### src/rtl/spdmem_pkg.sv
package spdmem_pkg;
  typedef struct packed {
    logic clearCnt;
    logic stepCnt;
  } dpCtrl_t;

  typedef enum logic {
    ST_IDLE  = 1'b0,
    ST_TRACK = 1'b1
  } capState_t;
endpackage

### src/rtl/spdmem_dp.sv
module spdmem_dp
  import spdmem_pkg::*;
#(
  parameter int WIDTH = 9
) (
  input  logic             clk,
  input  logic             rst_n,
  input  dpCtrl_t          ctrl,
  input  logic [WIDTH-1:0] speedCode,
  output logic [WIDTH-1:0] memCode,
  output logic             atTarget
);
  localparam logic [WIDTH-1:0] MAX_CODE = {WIDTH{1'b1}};

  logic [WIDTH-1:0] cntQ;

  always_ff @(posedge clk or negedge rst_n) begin
    if (!rst_n) begin
      cntQ <= '0;
    end else if (ctrl.clearCnt) begin
      cntQ <= '0;
    end else if (ctrl.stepCnt && cntQ != MAX_CODE) begin
      cntQ <= cntQ + 1'b1;
    end
  end

  assign memCode  = cntQ;
  assign atTarget = (cntQ >= speedCode);


  no_wrap_chk: assert property (@(posedge clk) disable iff (!rst_n)
    !ctrl.clearCnt |=> memCode >= $past(memCode));


  step_one_chk: assert property (@(posedge clk) disable iff (!rst_n)
    ctrl.stepCnt |=> memCode == $past(memCode) + WIDTH'(1));
endmodule

### src/rtl/spdmem_ctrl.sv
module spdmem_ctrl
  import spdmem_pkg::*;
(
  input  logic    clk,
  input  logic    rst_n,
  input  logic    tickEn,
  input  logic    storeReq,
  input  logic    eraseReq,
  input  logic    atTarget,
  output dpCtrl_t ctrl,
  output logic    busy,
  output logic    valid
);
  capState_t stateQ;
  logic      validQ;

  always_comb begin
    ctrl.clearCnt = eraseReq | storeReq;
    ctrl.stepCnt  = (stateQ == ST_TRACK) & ~ctrl.clearCnt & tickEn & ~atTarget;
  end

  always_ff @(posedge clk or negedge rst_n) begin
    if (!rst_n) begin
      stateQ <= ST_IDLE;
      validQ <= 1'b0;
    end else if (eraseReq) begin
      stateQ <= ST_IDLE;
      validQ <= 1'b0;
    end else if (storeReq) begin
      stateQ <= ST_TRACK;
      validQ <= 1'b0;
    end else if (stateQ == ST_TRACK && atTarget) begin
      stateQ <= ST_IDLE;
      validQ <= 1'b1;
    end
  end

  assign busy  = (stateQ == ST_TRACK);
  assign valid = validQ;


  busy_valid_excl_chk: assert property (@(posedge clk) disable iff (!rst_n)
    !(busy && valid));


  valid_from_busy_chk: assert property (@(posedge clk) disable iff (!rst_n)
    $rose(valid) |-> $past(busy));
endmodule

### src/rtl/spdmem_top.sv
module spdmem_top
  import spdmem_pkg::*;
#(
  parameter int WIDTH = 9
) (
  input  logic             clk,
  input  logic             rst_n,
  input  logic             tickEn,
  input  logic             storeReq,
  input  logic             eraseReq,
  input  logic [WIDTH-1:0] speedCode,
  output logic [WIDTH-1:0] memCode,
  output logic             busy,
  output logic             valid
);
  dpCtrl_t dpCtrl;
  logic    atTarget;

  spdmem_ctrl u_ctrl (
    .clk      (clk),
    .rst_n    (rst_n),
    .tickEn   (tickEn),
    .storeReq (storeReq),
    .eraseReq (eraseReq),
    .atTarget (atTarget),
    .ctrl     (dpCtrl),
    .busy     (busy),
    .valid    (valid)
  );

  spdmem_dp #(.WIDTH(WIDTH)) u_dp (
    .clk       (clk),
    .rst_n     (rst_n),
    .ctrl      (dpCtrl),
    .speedCode (speedCode),
    .memCode   (memCode),
    .atTarget  (atTarget)
  );


  erase_clears_chk: assert property (@(posedge clk) disable iff (!rst_n)
    eraseReq |=> (memCode == '0 && !busy && !valid));


  idle_hold_chk: assert property (@(posedge clk) disable iff (!rst_n)
    (!busy && !storeReq && !eraseReq) |=> $stable(memCode));
endmodule

### config.mk
export PLATFORM = sky130hd
export DESIGN_NAME = spdmem_top
export DESIGN_NICKNAME = d
export VERILOG_FILES = /design/src/rtl/spdmem_pkg.sv /design/src/rtl/spdmem_dp.sv /design/src/rtl/spdmem_ctrl.sv /design/src/rtl/spdmem_top.sv
export SDC_FILE = /design/constraint.sdc
export NUM_CORES = 1
export LEC_CHECK = 0
export ABC_CLOCK_PERIOD_IN_PS = 3200
export BUFFER_PORTS_ARGS = -buffer_cell sky130_fd_sc_hd__buf_4
export CAP_MARGIN = 25
export CORE_MARGIN = 10
export CORE_UTILIZATION = 30
export CTS_CLUSTER_DIAMETER = 60
export DETAILED_ROUTE_END_ITERATION = 8
export SLEW_MARGIN = 0
export SYNTH_ARGS = -nofsm -noshare
export SYNTH_HDL_FRONTEND = slang
export SYNTH_HIERARCHICAL = 1
export SYNTH_SLANG_ARGS = --single-unit
### constraint.sdc
create_clock -name clk -period 3.2 [get_ports clk]
set_clock_uncertainty 0.1 [all_clocks]
set_input_delay 0.64 -clock clk [delete_from_list [all_inputs] [get_ports clk]]
set_output_delay 0.64 -clock clk [all_outputs]
set_load 0.02 [all_outputs]
==> out/metrics.yaml <==
status: "completed"
globalplace.congestion: 0.812
dpl_cell_area_um2: 1010
final_cell_mix: "28 x buf_4, 12 x inv_1, 11 x dfrtp_1, 11 x ha_1, 8 x a21oi_1"
dr_total_vias: 678
max_stage_delay_ns: 0.38
rsz0062_at_grt: "false"
syn_avg_cell_area_um2: 9.24
h-tree-depth: 1
dp_cells: 140
cts-hold-fix-buffers: 0
crit_fanout: 4
grt_pass1_vias: 724
final_nets: 140
path_cells: "buf_4, inv_1, ha_1, a21o_1, a221o_1, a221o_1, nand2b_1, nor3_2, buf_4, nand4b_1, or3_1, a21oi_1"
power.total_uw: 269
clk_latency_ns: 0.26
ys_warn_count: 6
combPwrFrac_pct: 12.6
via_per_inst: 4.71
internal_power_uw: 206
overflow: 0
grt_pass1_wl_mm: 3.44
post-route-period-util_pct: 93.7
path_clk_slew_ns: 0.07
pwr-share-clk_pct: 35.1
post_cts_buffers: 0
ys_async_sr_fraction_pct: 100
p_sw_uw: 63.2
routed_wl_mm: 1.87
crit_required_ns: 3.29
cts_made_buffers: 3
layout.cells.non_filler: 144
worst_ep_arrival_time_ns: 3.09
mostFrequentLayoutCell: "buf_4"
slew_headroom_pct: 86.6
firstDrtPassIters: 4
dp_hpwl_mm: 1.53
start_kind: "input port"
worstReg2RegStart: "u_dp/memCode[6]"
end_kind: "register"
drcViolationCount: 0
yosysTopAreaCell: "dfrtp_1"
grt_max_degree: 12
die_y_um: 70.9
fin_tns_setup_ns: 0
fin_crit_ns: 3.00
rows: 18
worstSetupPathType: "input port to register"
power.density_nw_per_um2: 260
cts.root.buffer_cell: "clkbuf_4"
max-cap-violations: 0
ctsResizeCount: 0
finalSetupViolations: 0
cts_tree: "done"
fmax_mhz: 333
synth.top_cell.area_share_pct: 35.5
cts_max_path_buffers: 2
drt_iter0_drc: 24
path_delay_family: "compound AO/OA/AOI/OAI gates"
num_antenna_cells: 0
routedWlPerCell_um: 13.0
drv_slew: 0
final_area_um2: 1030
drive_above_1_share_pct: 29.8
hp-class: "input port to asynchronous set/reset pin"
hold_viol_final: 0
grt.total_usage_pct: 8.15
antenna_found_initial: 0
chipWidth_um: 70.9
antenna_left: 0
power.leakage_nw: 0.561
utilization_pct: 41.8
regToRegEndpoint: "u_dp/memCode[4]"
slowest_stage: "a221o_1"
regToRegSetupSlack_ns: 0.24
synth_area_um2: 776
start_util_pct: 31.3
syn_to_final_growth_pct: 33.4
yosys-top-cells-area: "dfrtp_1 35%, ha_1 18%, inv_1 5.8%"
r2r_cells: 10
io_pins: 25
seqPwrFrac_pct: 52.3
synth-main-ff-cell: "dfrtp_1"
syn_nets: 109
synth.distinct_cells: 28
synth-edff-count: 0
core_um2: 2480
worstMarginPinSlew_ns: 0.200
syn_inst: 84
ir_drop_mv: 0.172
power.share.switching_pct: 23.5
port_buffers: 24
clock-sinks: 11
ys_seq_area_share_pct: 35.5
critPathBufInv: 3
design.die.area_um2: 5020
synth_seq_cells: 11
[cell families (layout without fill, tap and decap cells)]
| family | after synthesis | in the layout | share of synthesized area, % |
|---|---|---|---|
| AND/OR/NAND/NOR | 26 | 26 | 20.0 |
| AO/OA/AOI/OAI | 18 | 18 | 14.2 |
| buffers and inverters | 14 | 44 | 7.74 |
| adder cells (fa/ha/maj) | 11 | 11 | 17.7 |
| flip-flops | 11 | 11 | 35.5 |
| XOR/XNOR | 2 | 2 | 2.26 |
| multiplexers | 2 | 2 | 2.58 |
[per-layer routing]
metal,GRT usage [%],up-vias,part of all wire (%)
met3,3.07,2,4.0
met4,2.58,0,1.1
met2,14.4,10,51
li1,-,357,-
met1,8.68,309,44
met5,0,-,0
[worst reg2reg max path, delay by kind of cell, from the launching register on]
kind                       cells  cell delay [ns]
DFF                            1             0.43
buffers and inverters          1             0.14
adders and majority gates      1             0.31
and+or+nand+nor                4             0.84
AOI/OAI and AO/OA              4             1.07
[worst max path at each step]
stage	start	to	slack (ns)	cells past startpoint
2_1_floorplan	speedCode[6]	u_dp/memCode[7]	0.13	11
3_3_place_gp	speedCode[6]	u_dp/memCode[7]	0.01	11
3_5_place_dp	speedCode[6]	u_dp/memCode[7]	-0.06	11
4_1_cts	speedCode[6]	u_dp/memCode[4]	0.18	12
5_1_grt	u_dp/memCode[6]	u_dp/memCode[4]	0.02	10
6_report	speedCode[6]	u_dp/memCode[4]	0.20	12
[layout make-up]
type	count	area (um^2)
Inverter	12	45.0
Timing Repair Buffer	28	210
Fill cell	266	1440
Tap cell	30	37.5
Sequential cell	11	275
Clock buffer	4	26.3
Multi-Input combinational cell	59	440
[Yosys cell counts (2+ instances only)]
library cell,instances
or3_1,2
o31ai_1,2
nor2_1,6
inv_1,12
nand3_1,3
or4_1,2
nand2_1,2
dfrtp_1,11
a21oi_1,8
o21ai_0,4
ha_1,11
a221o_1,2
nand2b_1,2
a21o_1,2
mux2i_1,2
[power by group through the flow]
stage                     clock network, mW  logic (mW)  registers [mW]
final                                0.0945      0.0340           0.141
after global routing                  0.108      0.0392           0.141
after CTS                             0.102      0.0348           0.141
after detailed placement                  0      0.0348           0.143
after global placement                    0      0.0339           0.144
after floorplan                           0      0.0135           0.145
[flip-flops by register name (all words and copies together), names as in the netlist]
register,count
u_ctrl/valid,1
u_ctrl/busy,1
u_dp/memCode,9
[through the flow]
stage | setup slack, ns | hold WS [ns]
3_3_place_gp | 0.00961 | 0.384
3_5_place_dp | -0.0580 | 0.389
2_1_floorplan | 0.127 | 0.244
4_1_cts | 0.184 | 0.0883
6_report | 0.201 | 0.0992
5_1_grt | 0.0181 | 0.0870
No activity file was read; power rests on OpenSTA's default activity.
